`src/rtl/ccp_pkg.sv`:
```
package ccp_pkg;
  localparam int TMR_W  = 16;
  localparam int BYTE_W = 8;

  typedef enum logic [1:0] {
    SEL_MODE = 2'd0,
    SEL_LO   = 2'd1,
    SEL_HI   = 2'd2,
    SEL_NONE = 2'd3
  } ccp_sel_e;

  localparam logic [3:0] M_CAP_FALL  = 4'b0100;
  localparam logic [3:0] M_CAP_RISE  = 4'b0101;
  localparam logic [3:0] M_CAP_DIV_A = 4'b0110;
  localparam logic [3:0] M_CAP_DIV_B = 4'b0111;
  localparam logic [3:0] M_CMP_SET   = 4'b1000;
  localparam logic [3:0] M_CMP_CLR   = 4'b1001;
  localparam logic [3:0] M_CMP_IRQ   = 4'b1010;
  localparam logic [3:0] M_CMP_TRIG  = 4'b1011;

  function automatic logic mode_is_off(input logic [3:0] m);
    return m[3:2] == 2'b00;
  endfunction

  function automatic logic mode_is_cap(input logic [3:0] m);
    return m[3:2] == 2'b01;
  endfunction

  function automatic logic mode_is_cmp(input logic [3:0] m);
    return m[3:2] == 2'b10;
  endfunction
endpackage

```
`src/rtl/ccp_sync_edge.sv`:
```
module ccp_sync_edge #(
  parameter int STAGES = 2
) (
  input  logic clk,
  input  logic rst_n,
  input  logic din,
  output logic rise,
  output logic fall
);
  // chain[0..STAGES-1] is the synchroniser; chain[STAGES] holds the previous level
  logic [STAGES:0] chain;

  always_ff @(posedge clk) begin
    if (!rst_n) chain <= '0;
    else        chain <= {chain[STAGES-1:0], din};
  end

  assign rise =  chain[STAGES-1] & ~chain[STAGES];
  assign fall = ~chain[STAGES-1] &  chain[STAGES];
endmodule

```
`src/rtl/ccp_capture.sv`:
```
module ccp_capture
  import ccp_pkg::*;
#(
  parameter int DIV_A = 4,
  parameter int DIV_B = 16
) (
  input  logic       clk,
  input  logic       rst_n,
  input  logic [3:0] mode,
  input  logic       mode_wr,
  input  logic [3:0] mode_new,
  input  logic       rise,
  input  logic       fall,
  output logic       fire
);
  localparam int CNT_W = $clog2(DIV_B + 1);

  logic [CNT_W-1:0] cnt_q;
  logic             due;
  logic             divided;

  assign due     = cnt_q <= CNT_W'(1);
  assign divided = (mode == M_CAP_DIV_A) || (mode == M_CAP_DIV_B);

  always_comb begin
    case (mode)
      M_CAP_FALL:  fire = fall;
      M_CAP_RISE:  fire = rise;
      M_CAP_DIV_A,
      M_CAP_DIV_B: fire = rise && due;
      default:     fire = 1'b0;
    endcase
  end

  always_ff @(posedge clk) begin
    if (!rst_n) begin
      cnt_q <= '0;
    end else if (mode_wr) begin
      if (mode_new == M_CAP_FALL || mode_new == M_CAP_RISE)
        cnt_q <= '0;
      else if (mode_new == M_CAP_DIV_A)
        cnt_q <= cnt_q & CNT_W'(DIV_A - 1);
    end else if (divided && rise) begin
      if (due) cnt_q <= (mode == M_CAP_DIV_A) ? CNT_W'(DIV_A) : CNT_W'(DIV_B);
      else     cnt_q <= cnt_q - CNT_W'(1);
    end
  end

  assert_cnt_bound_R4: assert property (@(posedge clk) disable iff (!rst_n)
    cnt_q <= CNT_W'(DIV_B));
endmodule

```
`src/rtl/ccp_compare.sv`:
```
module ccp_compare
  import ccp_pkg::*;
#(
  parameter int W = 16
) (
  input  logic         clk,
  input  logic         rst_n,
  input  logic [3:0]   mode,
  input  logic [W-1:0] cmp_val,
  input  logic [W-1:0] tmr_val,
  input  logic         rearm,
  output logic         hit,
  output logic         drive_hi,
  output logic         drive_lo,
  output logic         trig
);
  logic match;
  logic seen_q;
  logic trig_q;

  assign match    = mode_is_cmp(mode) && (tmr_val == cmp_val);
  assign hit      = match && !seen_q;
  assign drive_hi = hit && (mode == M_CMP_SET);
  assign drive_lo = hit && (mode == M_CMP_CLR);
  assign trig     = trig_q;

  always_ff @(posedge clk) begin
    if (!rst_n) begin
      seen_q <= 1'b0;
      trig_q <= 1'b0;
    end else begin
      seen_q <= rearm ? 1'b0 : match;
      trig_q <= hit && (mode == M_CMP_TRIG);
    end
  end

  assert_single_hit_R8: assert property (@(posedge clk) disable iff (!rst_n)
    (hit && !rearm) |=> !hit);
endmodule

```
`src/rtl/ccp_unit.sv`:
```
module ccp_unit
  import ccp_pkg::*;
#(
  parameter int SYNC_STAGES = 2,
  parameter int DIV_A       = 4,
  parameter int DIV_B       = 16
) (
  input  logic              clk,
  input  logic              rst_n,
  input  logic              wr_en,
  input  logic [1:0]        wr_sel,
  input  logic [BYTE_W-1:0] wr_data,
  input  logic              flag_clr,
  input  logic [TMR_W-1:0]  tmr_val,
  input  logic              pin_in,
  output logic [BYTE_W-1:0] cap_lo,
  output logic [BYTE_W-1:0] cap_hi,
  output logic              irq_flag,
  output logic              pin_out,
  output logic              pin_oe,
  output logic              pin_ie,
  output logic              tmr_clear,
  output logic              conv_start
);
  ccp_sel_e          sel;
  logic [3:0]        mode_q;
  logic [BYTE_W-1:0] lo_q, hi_q;
  logic              irq_q, pin_q;
  logic              rise, fall, cap_fire;
  logic              hit, drive_hi, drive_lo, trig;
  logic              mode_wr, rearm;

  assign sel     = ccp_sel_e'(wr_sel);
  assign mode_wr = wr_en && (sel == SEL_MODE);
  assign rearm   = wr_en && (sel != SEL_NONE);

  ccp_sync_edge #(.STAGES(SYNC_STAGES)) u_sync (
    .clk(clk), .rst_n(rst_n), .din(pin_in), .rise(rise), .fall(fall)
  );

  ccp_capture #(.DIV_A(DIV_A), .DIV_B(DIV_B)) u_cap (
    .clk(clk), .rst_n(rst_n), .mode(mode_q), .mode_wr(mode_wr),
    .mode_new(wr_data[3:0]), .rise(rise), .fall(fall), .fire(cap_fire)
  );

  ccp_compare #(.W(TMR_W)) u_cmp (
    .clk(clk), .rst_n(rst_n), .mode(mode_q), .cmp_val({hi_q, lo_q}),
    .tmr_val(tmr_val), .rearm(rearm), .hit(hit), .drive_hi(drive_hi),
    .drive_lo(drive_lo), .trig(trig)
  );

  always_ff @(posedge clk) begin
    if (!rst_n) begin
      mode_q <= '0;
      lo_q   <= '0;
      hi_q   <= '0;
      irq_q  <= 1'b0;
      pin_q  <= 1'b0;
    end else begin
      if (mode_wr) mode_q <= wr_data[3:0];
      if (cap_fire) begin
        lo_q <= tmr_val[BYTE_W-1:0];
        hi_q <= tmr_val[TMR_W-1:BYTE_W];
      end else if (wr_en) begin
        if (sel == SEL_LO) lo_q <= wr_data;
        if (sel == SEL_HI) hi_q <= wr_data;
      end
      if (cap_fire || hit) irq_q <= 1'b1;
      else if (flag_clr)   irq_q <= 1'b0;
      if (drive_hi)      pin_q <= 1'b1;
      else if (drive_lo) pin_q <= 1'b0;
    end
  end

  assign cap_lo     = lo_q;
  assign cap_hi     = hi_q;
  assign irq_flag   = irq_q;
  assign pin_out    = pin_q;
  assign pin_oe     = mode_is_cmp(mode_q);
  assign pin_ie     = mode_is_cap(mode_q);
  assign tmr_clear  = trig;
  assign conv_start = trig;

  assert_off_quiet_R1: assert property (@(posedge clk) disable iff (!rst_n)
    mode_is_off(mode_q) |=> !$rose(irq_q));

  assert_cap_copy_R3: assert property (@(posedge clk) disable iff (!rst_n)
    ($rose(irq_q) && $past(mode_is_cap(mode_q))) |-> ({hi_q, lo_q} == $past(tmr_val)));

  assert_pin_set_R6: assert property (@(posedge clk) disable iff (!rst_n)
    $rose(pin_q) |-> ($past(mode_q) == M_CMP_SET));

  assert_trig_flag_R7: assert property (@(posedge clk) disable iff (!rst_n)
    trig |-> irq_q);

  assert_cmp_value_R8: assert property (@(posedge clk) disable iff (!rst_n)
    ($rose(irq_q) && $past(mode_is_cmp(mode_q))) |-> $past(tmr_val == {hi_q, lo_q}));
endmodule

```
`config.mk`:
```
export PLATFORM = sky130hd
export DESIGN_NAME = ccp_unit
export DESIGN_NICKNAME = d
export VERILOG_FILES = /design/src/rtl/ccp_pkg.sv /design/src/rtl/ccp_sync_edge.sv /design/src/rtl/ccp_capture.sv /design/src/rtl/ccp_compare.sv /design/src/rtl/ccp_unit.sv
export SDC_FILE = /design/constraint.sdc
export NUM_CORES = 1
export LEC_CHECK = 0
export ABC_CLOCK_PERIOD_IN_PS = 3700
export BUFFER_PORTS_ARGS = -buffer_cell sky130_fd_sc_hd__buf_2
export CAP_MARGIN = 20
export CORE_ASPECT_RATIO = 2
export CORE_UTILIZATION = 54
export DETAILED_ROUTE_END_ITERATION = 7
export MAX_ROUTING_LAYER = met4
export PLACE_DENSITY = 0.85
export SLEW_MARGIN = 20
export SYNTH_ARGS = -nofsm -noshare
export SYNTH_HDL_FRONTEND = slang
export SYNTH_SLANG_ARGS = --single-unit
export TNS_END_PERCENT = 30
```
`constraint.sdc`:
```
create_clock -name clk -period 3.7 [get_ports clk]
set_clock_uncertainty 0.2 [all_clocks]
set_input_delay 0.185 -clock clk [delete_from_list [all_inputs] [get_ports clk]]
set_output_delay 0.185 -clock clk [all_outputs]
set_load 0.02 [all_outputs]
```
## After elaboration in Yosys (flattened, before gate mapping)

Cells that the tools add are included.
W data, S select, Z words.

- Bits in registers: 32
- Output and inout bits: 22
- Word-level logic and storage cells: 78

- Add/sub/neg operators: 1
- $lt $le $gt $ge: 1
- Equality and inequality tests: 18
- Muxes and demuxes: 17
- Bitwise operators: 5
- Reduce and logical (&&, ||, !) cells: 26

Operators by type and width:

| operator | count |
|---|---|
| $mux W8 | 6 |
| $mux W5 | 6 |
| $eq A4 B3 Y1 const B | 7 |
| $eq A16 B16 Y1 | 1 |
| $eq A4 B4 Y1 const B | 3 |
| $reduce_bool A2 Y1 | 6 |
| $logic_and A1 B1 Y1 | 9 |
| $reduce_and A2 Y1 | 4 |
| $le A5 B1 Y1 const B | 1 |
| $sub A5 B1 Y5 const B | 1 |
| $eq A2 B1 Y1 const B | 2 |
| $eq A2 B2 Y1 const B | 2 |
| $mux W1 | 4 |
| $reduce_or A2 Y1 | 2 |
| $logic_or A1 B1 Y1 | 3 |
| $ne A3 B1 Y1 const B | 1 |
| $not A1 Y1 | 3 |
| $pmux W1 S3 | 1 |
| $and A1 B1 Y1 | 2 |
| $logic_not A2 Y1 | 1 |
| $ne A2 B1 Y1 const B | 1 |
| $ne A2 B2 Y1 const B | 1 |
| $logic_not A1 Y1 | 1 |

## Logic depth before layout (Yosys ltp)

Gate-level depths: netlist of the first run.

- Depth in word-level cells: 6
- Gate-level depth with buffers: 8

## Modules after synthesis

A second synthesis of the first run with hierarchy kept.

- Cell total of the unflattened synthesis: 204
- Area total of the unflattened synthesis: 1,711.6 sq um

By module, submodules not included:

| module | times used | cells an instance | area an instance (sq um) |
|---|---|---|---|
| ccp_unit | 1 | 115 | 947.2 |
| ccp_capture | 1 | 47 | 384.1 |
| ccp_compare | 1 | 34 | 289.0 |
| ccp_sync_edge | 1 | 8 | 91.3 |

## Worst setup path before layout of the first run

OpenSTA, ideal clock, no wires.

- Path type: register to register
- Start: register u_cap.cnt_q[1]
- End: register hi_q[0], in the netlist cap_hi[0]
- Library setup time: 0.086 ns
- Arrival time: 1.665 ns
- Data required time: 3.414 ns
- Setup slack: 1.750 ns
- Stages on the path, launching flop included: 9
- Path buffers: 1
- Period minus slack after synthesis: 1.950 ns
- Path through: dfxtp_1 -> inv_1 -> ha_1 -> o21ba_2 -> nor3_1 -> o21ai_1 -> clkbuf_1 -> nor2_1 -> a211oi_1

- Cells in the longest elaborated chain, start to end: 5
- Elaborated cells on any way between the ends: 7
- Classes of those cells: order compare: 1; mux: 2; reduce/logical: 4

RTL lines:

| element | line | RTL |
|---|---|---|
| start: declaration | ccp_capture.sv:18 | `logic [CNT_W-1:0] cnt_q;` |
| start signal: assignment | ccp_capture.sv:42 | `cnt_q <= cnt_q & CNT_W'(DIV_A - 1);` |
| start signal: assignment | ccp_capture.sv:44 | `if (due) cnt_q <= (mode == M_CAP_DIV_A) ? CNT_W'(DIV_A) : CNT_W'(DIV_B);` |
| start signal: assignment | ccp_capture.sv:45 | `else cnt_q <= cnt_q - CNT_W'(1);` |
| $le A5 B1 Y1 (*) | ccp_capture.sv:22 | `assign due = cnt_q <= CNT_W'(1);` |
| $logic_and A1 B1 Y1 (*) | ccp_capture.sv:30 | `M_CAP_DIV_B: fire = rise && due;` |
| $pmux W1 S3 (*) | ccp_capture.sv:26 | `case (mode)` |
| $reduce_bool A2 Y1 (no line) | - |  |
| $reduce_and A2 Y1 (no line) | - |  |
| end signal: assignment | ccp_unit.sv:63 | `hi_q <= tmr_val[TMR_W-1:BYTE_W];` |
| end signal: assignment | ccp_unit.sv:66 | `if (sel == SEL_HI) hi_q <= wr_data;` |
| end: declaration | ccp_unit.sv:27 | `logic [BYTE_W-1:0] lo_q, hi_q;` |

Mark *: on every way between the ends. The rest lies on a longest branch, timed or not.
A chain may end at the register's enable or synchronous reset.

## Worst setup path after layout of the first run

- Start: register u_cap.cnt_q[1]
- End: register hi_q[4], in the netlist cap_hi[4]

Same word-level chain as after synthesis.

==> results of run 1 <==
## synth_stat cells (4+ instances only)
master | number | area share
a211oi_1 | 14 | 0.063
dfxtp_1 | 32 | 0.39
nor2_1 | 25 | 0.057
inv_1 | 4 | 0.0090
a21oi_1 | 6 | 0.018
xnor2_1 | 6 | 0.032
nor4_1 | 6 | 0.023
nand2_1 | 10 | 0.023
mux2i_1 | 19 | 0.11
nand3b_1 | 5 | 0.023
xor2_1 | 12 | 0.063
## kinds of logic (layout without fill, tap and decap cells)
logic type / after synthesis / after routing / synth area share
simple gates: 67 / 67 / 0.210
mux: 19 / 19 / 0.115
buf+inv: 14 / 72 / 0.0362
xor+xnor: 18 / 18 / 0.0950
flops: 32 / 32 / 0.386
compound gates: 33 / 33 / 0.143
fa+ha+maj: 2 / 2 / 0.0151
## final cells by class
class | count | area, µm²
sequential | 32 | 641
tap | 30 | 37.5
timing repair buffer | 60 | 335
inverter | 5 | 18.8
clock buffer | 6 | 72.6
multi-input combinational | 139 | 962
clock inverter | 1 | 5.00
fill | 243 | 871
## worst max-delay path by stage
| stage | start | end | slack [ns] | cells after the start |
|---|---|---|---|---|
| CTS | u_cap.cnt_q[1] | cap_hi[4] | 1.30 | 8 |
| global placement | u_cap.cnt_q[1] | cap_lo[3] | 1.41 | 8 |
| floorplan | u_cap.cnt_q[1] | cap_hi[0] | 1.75 | 8 |
| detailed placement | u_cap.cnt_q[1] | cap_hi[4] | 1.32 | 8 |
| finish | u_cap.cnt_q[1] | cap_hi[4] | 1.31 | 8 |
| global route | u_cap.cnt_q[1] | cap_hi[4] | 1.15 | 8 |
## critical path: stages (launching register included)
cell and delay (ns):
dfxtp_1 0.39, inv_1 0.08, ha_1 0.17, o21ba_2 0.24
nor3_1 0.06, o21ai_2 0.52, buf_4 0.33, nor2_1 0.07
a211oi_1 0.23
## stage by stage
stage               instance area, µm²  setup slack (ns)  total power (µW)   util
detailed placement                1930              1.32               460  0.657
floorplan                         1660              1.75               419      -
global route                      2070              1.15               736  0.704
CTS                               2070              1.30               713  0.704
finish                            2070              1.31               710  0.704
global placement                  1930              1.41               459  0.657
## layout by cell type, fill, tap and decap left out, types with 2 or more instances in the layout
cell type / synthesis / layout
buf_2: 3 / 52
dfxtp_1: 32 / 32
nor2_1: 25 / 25
mux2i_1: 19 / 19
a211oi_1: 14 / 14
xor2_1: 12 / 12
nand2_1: 10 / 10
a21oi_1: 6 / 6
nor4_1: 6 / 6
xnor2_1: 6 / 6
dlygate4sd3_1: 0 / 6
nand3b_1: 5 / 5
clkbuf_8: 0 / 5
inv_1: 4 / 4
or3_1: 3 / 3
nor3_1: 3 / 3
o211ai_1: 3 / 3
and2_1: 3 / 3
nand2b_1: 2 / 2
nand3_1: 2 / 2
o211a_1: 2 / 2
ha_1: 2 / 2
buf_4: 1 / 2
## metal layers
layer,up-vias,part of all wire
met1,769,0.36
li1,773,-
met3,11,0.029
met2,38,0.58
met4,0,0.031
met5,-,0
## state kept, by name (all words and copies together) (netlist names)
register and cells:
u_cmp.trig 1, u_sync.chain 3, cap_lo 8, mode_q 4, cap_hi 8, pin_out 1
irq_flag 1, u_cap.cnt_q 5, u_cmp.seen_q 1
## repair_timing
item,CTS,global route
hold buffers,6,0
gates resized for setup,0,0
endpoints found under the hold margin,6,0
## power breakdown
| group | total [µW] | internal [µW] | leakage (µW) | switching (µW) |
|---|---|---|---|---|
| logic | 96.3 | 44.1 | 0.000704 | 52.3 |
| registers | 363 | 354 | 0.000260 | 8.37 |
| clock network | 252 | 128 | 0.0000410 | 124 |
==> reports/qor.log, run 1 <==
[floorplanning] Die ar. 3310 µm²
[synthesis] Yosys Warn Count 0
[power_and_ir_drop] cell leakage power 0.00101 µW
[critical_path] terminus of the critical flop-to-flop path cap_hi[4]
[global_route] via count of the first global-routing pass 1523
[critical_path] Worst R2R Setup Slack 1.31 ns
[synthesis] portion of the post-synthesis area used by sequential elements 0.386
[placed_design] routability cong. 0.779
[job] number of max-cap violations 0
[layout] number of antenna repair diodes 0
[clock_network] clock root buffer master clkbuf_8
[placed_design] Final HPWL DP 3.16 mm
[global_route] global routing met1 resource utilization 0.274
[global_route] grt ovf 0
[timing] normalized max-slew margin 0.547
[critical_path] startpoint kind of the worst setup timing path flop
[routing] count of vias placed by the detailed router 1591
[timing] summed negative setup slack over all endpoints 0 ns
[clock_network] Inserted Clock Buffers 5
[worst_hold_path] Hold Crit Endpoint cap_lo[7]
[clock_network] maximum number of buffers from clock root to sink 2
[run_status] run status finished, final reports clean
[synthesis] EDFF count, synth 0
[global_route] largest net degree at the start of global routing 26
[clock_network] Clock transition at path regs 0.06 ns
[global_route] overall fraction of global-route tracks in use 0.294
[clock_network] later-pin clock latency in the skew report 0.29 ns
[synthesis] Seq cells post-synth 32
[floorplanning] die height 80.4 µm
[routing] Routed wire per std cell 15.5 µm
[global_route] antenna violations before repair 0
[layout] Total Nets Final 276
[clock_network] buffer count from post-CTS setup fixing 0
[synthesis] synthesized area per cell 8.97 µm²
[floorplanning] number of primary I/O pins 53
[power_and_ir_drop] power density cells 343 nW/µm²
[timing] hold_ws 0.00198 ns
[floorplanning] row count 28
[global_route] Global Route met3 Usage 0.0525
[global_route] met2 track demand over resource in global routing 0.520
[critical_path] FF-to-FF Start u_cap.cnt_q[1]
[layout] fraction of final layout cells with drive strength greater than 1 0.263
[timing] Setup violations, final 0
[clock_network] deepest level of the CTS H-tree 2
[global_route] wire length of the first global-routing pass 6.42 mm
[critical_path] largest fanout of any net on the critical path 18
[clock_network] number of clock sinks seen by CTS 32
[worst_hold_path] hold crit path type in2reg
[placed_design] number of I/O port buffers 52
[routing] Detailed Routing Iterations Pass 1 4
[timing] final max-slew violation count 0
[synthesis] number of instances in the synthesized netlist 185
[routing] initial drt markers 32
[timing] highest clock rate 0.418 GHz
[critical_path] required arrival time at the worst endpoint 3.69 ns
[power_and_ir_drop] peak ir drop on the vdd network 0.304 mV
[synthesis] most instantiated flip-flop cell in the synthesis netlist dfxtp_1
[timing] Min Clock Period, post-route 2.39 ns
[routing] number of nets with antenna violations after routing 0
[routing] DRC Markers 0
[critical_path] capturing element type of the critical path flop
[timing] RSZ-0062 raised after global routing false
[critical_path] WP data arrival 2.38 ns
[placed_design] dpl cells 260
[global_route] Most Crowded Layer GR met2
[worst_hold_path] launch instance of the worst min-delay path tmr_val[7]
[routing] post-detailed-routing wire length 4.24 mm
[synthesis] Post-Synthesis Net Count 218
[timing] Worst Max-Slew Pin Slew 0.675 ns
[worst_hold_path] Worst Hold Depth 3
[synthesis] Mapped Area 1660 µm²
[layout] Synth-to-Final Area Change 24.9%
[floorplanning] effective utilization at floorplan 0.564
[floorplanning] die boundary width 41.2 µm
[critical_path] r2r worst-path depth 8
[layout] count of non-filler cells in the finished layout 273
[clock_network] TritonCTS clock tree built
[routing] via/cell ratio 5.83
[synthesis] distinct cell type count of the synthesized netlist 40
[critical_path] kind of critical path reg2reg
[timing] final number of hold-violating endpoints 0
[timing] post-route clock period utilization 0.646
[synthesis] async set-or-reset flop fraction in the synthesized netlist 0
[floorplanning] area inside the core boundary 2940 µm²
Note: power is estimated with default switching activity, not from simulation.
==> run 2, diff against run 1 <==
--- a/config.mk
+++ b/config.mk
@@ -5,14 +5,14 @@
 export SDC_FILE = /design/constraint.sdc
 export NUM_CORES = 1
 export LEC_CHECK = 0
-export ABC_CLOCK_PERIOD_IN_PS = 3700
+export ABC_CLOCK_PERIOD_IN_PS = 2000
 export BUFFER_PORTS_ARGS = -buffer_cell sky130_fd_sc_hd__buf_2
 export CAP_MARGIN = 20
 export CORE_ASPECT_RATIO = 2
-export CORE_UTILIZATION = 54
+export CORE_UTILIZATION = 45
 export DETAILED_ROUTE_END_ITERATION = 7
 export MAX_ROUTING_LAYER = met4
-export PLACE_DENSITY = 0.85
+export PLACE_DENSITY = 0.76
 export SLEW_MARGIN = 20
 export SYNTH_ARGS = -nofsm -noshare
 export SYNTH_HDL_FRONTEND = slang
==> constraint.sdc (replaced) <==
create_clock -name clk -period 2 [get_ports clk]
set_clock_uncertainty 0.2 [all_clocks]
set_input_delay 0.1 -clock clk [delete_from_list [all_inputs] [get_ports clk]]
set_output_delay 0.1 -clock clk [all_outputs]
set_load 0.02 [all_outputs]
==> reports/qor.log, run 2 (same netlist as run 1, synthesis figures left out) <==
[timing] final max-slew violation count 0 [unchanged]
[power_and_ir_drop] sequential group share of total power 0.423 [was 0.510]
[power_and_ir_drop] switch share 0.234 [was 0.260]
[routing] via/cell ratio 5.33 [was 5.83]
[routing] post-detailed-routing wire length 4.92 mm [was 4.24 mm]
[timing] final number of hold-violating endpoints 0 [unchanged]
[routing] initial drt markers 28 [was 32]
[critical_path] capturing element type of the critical path flop [unchanged]
[critical_path] WP data arrival 2.00 ns [was 2.38 ns]
[timing] Worst Max-Slew Pin Slew 0.651 ns [was 0.675 ns]
[clock_network] Clock transition at path regs 0.07 ns [was 0.06 ns]
[power_and_ir_drop] cell leakage power 0.00118 µW [was 0.00101 µW]
[routing] Detailed Routing Iterations Pass 1 4 [unchanged]
[routing] DRC Markers 0 [unchanged]
[floorplanning] area inside the core boundary 3450 µm² [was 2940 µm²]
[floorplanning] die boundary width 44.9 µm [was 41.2 µm]
[timing] post-route clock period utilization 0.990
[floorplanning] row count 30 [was 28]
[layout] register area 641 µm² [unchanged]
[layout] number of antenna repair diodes 0 [unchanged]
[layout] most used cells in the layout excluding fill and tap cells 52 x buf_2, 32 x dfxtp_1, 30 x dlygate4sd3_1, 25 x nor2_1, 19 x mux2i_1 [was 52 x buf_2, 32 x dfxtp_1, 25 x nor2_1, 19 x mux2i_1, 14 x a211oi_1]
[run_status] run status finished, final reports clean [unchanged]
[global_route] via count of the first global-routing pass 1776 [was 1523]
[global_route] overall fraction of global-route tracks in use 0.282 [was 0.294]
[power_and_ir_drop] peak ir drop on the vdd network 0.784 mV [was 0.304 mV]
[floorplanning] number of primary I/O pins 53 [unchanged]
[clock_network] maximum number of buffers from clock root to sink 2 [unchanged]
[floorplanning] effective utilization at floorplan 0.480 [was 0.564]
[power_and_ir_drop] cell internal pwr 1210 µW [was 526 µW]
[job] number of max-cap violations 0 [unchanged]
[layout] fraction of final layout cells with drive strength greater than 1 0.286 [was 0.263]
[floorplanning] die height 87.9 µm [was 80.4 µm]
[placed_design] number of I/O port buffers 52 [unchanged]
[global_route] largest net degree at the start of global routing 34 [was 26]
[critical_path] largest fanout of any net on the critical path 4 [was 18]
[global_route] wire length of the first global-routing pass 7.86 mm [was 6.42 mm]
[clock_network] number of clock sinks seen by CTS 32 [unchanged]
[power_and_ir_drop] clock share of power 0.433 [was 0.354]
[critical_path] startpoint kind of the worst setup timing path input pin [was flop]
[routing] count of vias placed by the detailed router 1727 [was 1591]
[layout] leading cell type in the layout, fill and taps excluded buf_2 [unchanged]
[layout] count of non-filler cells in the finished layout 324 [was 273]
[layout] Fillers 297 [was 243]
[critical_path] required arrival time at the worst endpoint 2.02 ns [was 3.69 ns]
[clock_network] deepest level of the CTS H-tree 2 [unchanged]
[layout] Synth-to-Final Area Change 49.9% [was 24.9%]
[timing] normalized max-slew margin 0.565 [was 0.547]
[power_and_ir_drop] combinational group share of total power 0.144 [was 0.136]
[layout] area taken by multi-input logic gates 993 µm² [was 962 µm²]
[timing] Setup violations, final 0 [unchanged]
[power_and_ir_drop] power density cells 636 nW/µm² [was 343 nW/µm²]
[routing] number of nets with antenna violations after routing 0 [unchanged]
[critical_path] kind of critical path in2reg [was reg2reg]
[clock_network] TritonCTS clock tree built [unchanged]
[placed_design] routability cong. 0.840 [was 0.779]
[routing] Routed wire per std cell 15.2 µm [was 15.5 µm]
[clock_network] later-pin clock latency in the skew report 0.29 ns [about the same]
[timing] Min Clock Period, post-route 1.98 ns
[layout] Total Nets Final 308 [was 276]
[clock_network] clock root buffer master clkbuf_8 [unchanged]
[layout] post-layout util 0.720 [was 0.704]
[worst_hold_path] hold crit path type in2reg [unchanged]
[placed_design] dpl cells 286 [was 260]
[timing] RSZ-0062 raised after global routing true [was false]
[placed_design] Final HPWL DP 3.18 mm [was 3.16 mm]
[global_route] grt ovf 0 [unchanged]
[power_and_ir_drop] sw power 371 µW [was 185 µW]
[global_route] antenna violations before repair 0 [unchanged]
[timing] highest clock rate 0.505 GHz
[floorplanning] Die ar. 3950 µm² [was 3310 µm²]
[clock_network] Inserted Clock Buffers 5 [unchanged]
-- run 2: final cells by class --
type                       count  share of cell area
multi-input combinational    139               0.399
timing repair buffer          92               0.261
sequential                    32               0.258
clock buffer                   7              0.0387
tap                           48              0.0241
clock inverter                 1              0.0121
inverter                       5             0.00755
-- run 2: routing by layer --
metal,part of all wire,global-route usage
met5,0,-
met4,0.029,0.143
met3,0.030,0.0433
met2,0.58,0.532
met1,0.36,0.253
-- run 2: timing repair --
action | 4_1_cts | 5_1_grt
endpoints found under the setup margin | 1 | 7
hold buffers | 30 | 0
buffers inserted | 0 | 0
endpoints found under the hold margin | 26 | 0
gates resized for setup | 1 | 4
-- run 2: power by group through the flow --
stage | combinational, µW | sequential, µW | clock (µW)
6_report | 228 | 669 | 684
5_1_grt | 244 | 672 | 709
4_1_cts | 221 | 669 | 683
3_5_place_dp | 172 | 683 | 0
3_3_place_gp | 171 | 682 | 0
2_1_floorplan | 77.9 | 697 | 0
-- run 2: through the flow --
| stage | setup TNS [ns] | setup WS [ns] | total power (µW) | cell area [µm²] | hold slack, ns |
|---|---|---|---|---|---|
| finish | 0 | 0.0199 | 1580 | 2490 | 0.172 |
| global route | -0.185 | -0.0707 | 1630 | 2490 | 0.197 |
| CTS | 0 | 0.0216 | 1570 | 2460 | 0.161 |
| detailed placement | -0.000203 | -0.000203 | 855 | 2030 | 0.123 |
| global placement | 0 | 0.0152 | 853 | 2030 | 0.116 |
| floorplan | 0 | 0.0499 | 775 | 1660 | 0.0194 |
-- run 2: path summary, 6_finish.rpt --
| kind | cells after the start | slack (ns) | endpoint | from |
|---|---|---|---|---|
| max | 7 | 0.02 | irq_flag | tmr_val[4] |
| min | 5 | 0.17 | mode_q[2] | wr_sel[0] |
| max reg2reg | 5 | 0.05 | irq_flag | cap_hi[4] |
| min reg2reg | 1 | 0.24 | u_sync.chain[1] | u_sync.chain[0] |
-- run 2: critical path: stages --
cell	delay (ns)
dlygate4sd3_1	0.53
buf_2	0.14
xor2_1	0.14
nor4_1	0.28
nand2_1	0.15
or4_4	0.50
a31oi_1	0.16
==> run 3, diff against run 2 <==
==> constraint.sdc (replaced) <==
create_clock -name clk -period 2 [get_ports clk]
set_clock_uncertainty 0.2 [all_clocks]
set_input_delay 0 -clock clk [delete_from_list [all_inputs] [get_ports clk]]
set_output_delay 0 -clock clk [all_outputs]
set_load 0.02 [all_outputs]
==> reports/qor.log, run 3 (same netlist as run 1, synthesis figures left out) <==
[global_route] largest net degree at the start of global routing 34 [unchanged]
[run_status] run status finished, final reports clean [unchanged]
[timing] Min Clock Period, post-route 1.95 ns [was 1.98 ns]
[routing] DRC Markers 0 [unchanged]
[critical_path] worst-path cell chain dlygate4sd3_1 > buf_2 > xor2_1 > nor4_2 > nand3_1 > or4_4 > a31oi_1 [was dlygate4sd3_1 > buf_2 > xor2_1 > nor4_1 > nand2_1 > or4_4 > a31oi_1]
[placed_design] number of I/O port buffers 52 [unchanged]
[timing] final max-slew violation count 0 [unchanged]
[global_route] wire length of the first global-routing pass 7.56 mm [was 7.86 mm]
[floorplanning] number of primary I/O pins 53 [unchanged]
[global_route] antenna violations before repair 0 [unchanged]
[layout] Total Nets Final 307 [was 308]
[timing] hold_ws 0.0667 ns [was 0.172 ns]
[placed_design] Final HPWL DP 3.13 mm [was 3.18 mm]
[job] number of max-cap violations 0 [unchanged]
[power_and_ir_drop] cell leakage power 0.00117 µW [was 0.00118 µW]
[routing] count of vias placed by the detailed router 1733 [was 1727]
[routing] Routed wire per std cell 14.8 µm [was 15.2 µm]
[critical_path] kind of cell adding the most delay to the critical path simple AND/OR/NAND/NOR gates [unchanged]
[clock_network] Inserted Clock Buffers 5 [unchanged]
[layout] number of antenna repair diodes 0 [unchanged]
[routing] Detailed Routing Iterations Pass 1 4 [unchanged]
[layout] fraction of final layout cells with drive strength greater than 1 0.276 [was 0.286]
[critical_path] required arrival time at the worst endpoint 2.01 ns [was 2.02 ns]
[routing] post-detailed-routing wire length 4.79 mm [was 4.92 mm]
[floorplanning] area inside the core boundary 3450 µm² [unchanged]
[clock_network] maximum number of buffers from clock root to sink 2 [unchanged]
[critical_path] kind of critical path in2reg [unchanged]
[floorplanning] Die ar. 3950 µm² [unchanged]
[routing] initial drt markers 43 [was 28]
[routing] number of nets with antenna violations after routing 0 [unchanged]
[worst_hold_path] hold crit path type in2reg [unchanged]
[critical_path] Slowest-stage cell, CP or4_4 [was dlygate4sd3_1]
[critical_path] capturing element type of the critical path flop [unchanged]
[power_and_ir_drop] power density cells 637 nW/µm² [was 636 nW/µm²]
[timing] normalized max-slew margin 0.573 [was 0.565]
[power_and_ir_drop] peak ir drop on the vdd network 0.634 mV [was 0.784 mV]
[timing] Worst Max-Slew Pin Slew 0.639 ns [was 0.651 ns]
[layout] Synth-to-Final Area Change 48.4% [was 49.9%]
[global_route] overall fraction of global-route tracks in use 0.268 [was 0.282]
[floorplanning] die height 87.9 µm [unchanged]
[timing] Setup violations, final 0 [unchanged]
[routing] via/cell ratio 5.37 [was 5.33]
[floorplanning] effective utilization at floorplan 0.480 [unchanged]
[clock_network] later-pin clock latency in the skew report 0.28 ns [was 0.29 ns]
[critical_path] largest fanout of any net on the critical path 3 [was 4]
[layout] post-layout util 0.713 [was 0.720]
[placed_design] routability cong. 0.780 [was 0.840]
[clock_network] number of clock sinks seen by CTS 32 [unchanged]
[clock_network] clock root buffer master clkbuf_8 [unchanged]
[power_and_ir_drop] post-layout power 1570 µW [was 1580 µW]
[critical_path] startpoint kind of the worst setup timing path input pin [unchanged]
[critical_path] WP data arrival 1.96 ns [was 2.00 ns]
[timing] post-route clock period utilization 0.974 [was 0.990]
[clock_network] Clock transition at path regs 0.07 ns [about the same]
[timing] highest clock rate 0.513 GHz [was 0.505 GHz]
[clock_network] TritonCTS clock tree built [unchanged]
[layout] most used cells in the layout excluding fill and tap cells 52 x buf_2, 31 x dfxtp_1, 30 x dlygate4sd3_1, 25 x nor2_1, 19 x mux2i_1 [was 52 x buf_2, 32 x dfxtp_1, 30 x dlygate4sd3_1, 25 x nor2_1, 19 x mux2i_1]
[global_route] via count of the first global-routing pass 1720 [was 1776]
[layout] leading cell type in the layout, fill and taps excluded buf_2 [unchanged]
[floorplanning] die boundary width 44.9 µm [unchanged]
[clock_network] deepest level of the CTS H-tree 2 [unchanged]
[floorplanning] row count 30 [unchanged]
[layout] Fillers 280 [was 297]
[timing] final number of hold-violating endpoints 0 [unchanged]
[critical_path] buffers plus inverters on the worst setup path 2 [unchanged]
[global_route] grt ovf 0 [unchanged]
[critical_path] delay of the slowest cell on the worst path 0.57 ns [was 0.53 ns]
[timing] summed negative setup slack over all endpoints 0 ns [unchanged]
[run 3: cell count changes in the layout (fill, tap and decap cells not counted), sizes merged]
cell / before / now
buf: 62 / 61
[run 3: power by group]
| part | switching [µW] | internal (µW) |
|---|---|---|
| sequential | 15.4 | 655 |
| clock | 236 | 439 |
| combinational | 108 | 115 |
[run 3: final timing paths]
check / endpoint / start / cells after the start / slack (ns)
setup reg to reg: irq_flag / cap_hi[2] / 5 / 0.06
hold / removal: mode_q[2] / wr_sel[0] / 5 / 0.07
hold reg to reg: u_sync.chain[1] / u_sync.chain[0] / 1 / 0.24
setup / recovery: irq_flag / tmr_val[15] / 7 / 0.05
[run 3: worst register-to-register path, delay by kind of cell (launching register included)]
family	cells	cell delay, ns
AOI/OAI and AO/OA	1	0.15
DFF	1	0.33
and+or+nand+nor	3	1.05
xor gates and xnor gates	1	0.14
[run 3: layout make-up]
class | count | area (µm²) | area share
clock buffers | 7 | 96.3 | 0.0391
multi-input cells | 139 | 975 | 0.396
clock inverters | 1 | 30.0 | 0.0122
repair buffers | 91 | 641 | 0.260
inverters | 5 | 18.8 | 0.00762
well taps | 48 | 60.1 | 0.0244
flip-flops and latches | 32 | 642 | 0.261
[run 3: stage by stage]
step	worst slack [ns]	cells	cell area (µm²)
final	0.0521	323	2460
after global routing	-0.0132	323	2460
after detailed placement	-0.0215	283	2010
after floorplan	0.0499	185	1660
after global placement	0.0102	283	2010
after CTS	0.0241	322	2450
[run 3: repair_timing]
| action | CTS | global route |
|---|---|---|
| gates resized for setup | 2 | 1 |
| hold buffers | 30 | 0 |
| endpoints found under the hold margin | 28 | 0 |
| endpoints found under the setup margin | 1 | 3 |
| setup buffers | 1 | 1 |
| pin swaps | 4 | 2 |
[run 3: routing by layer]
metal	GRT usage	part of all wire
met2	0.477	0.56
met1	0.271	0.37
met5	-	0
met3	0.0392	0.041
met4	0.129	0.028
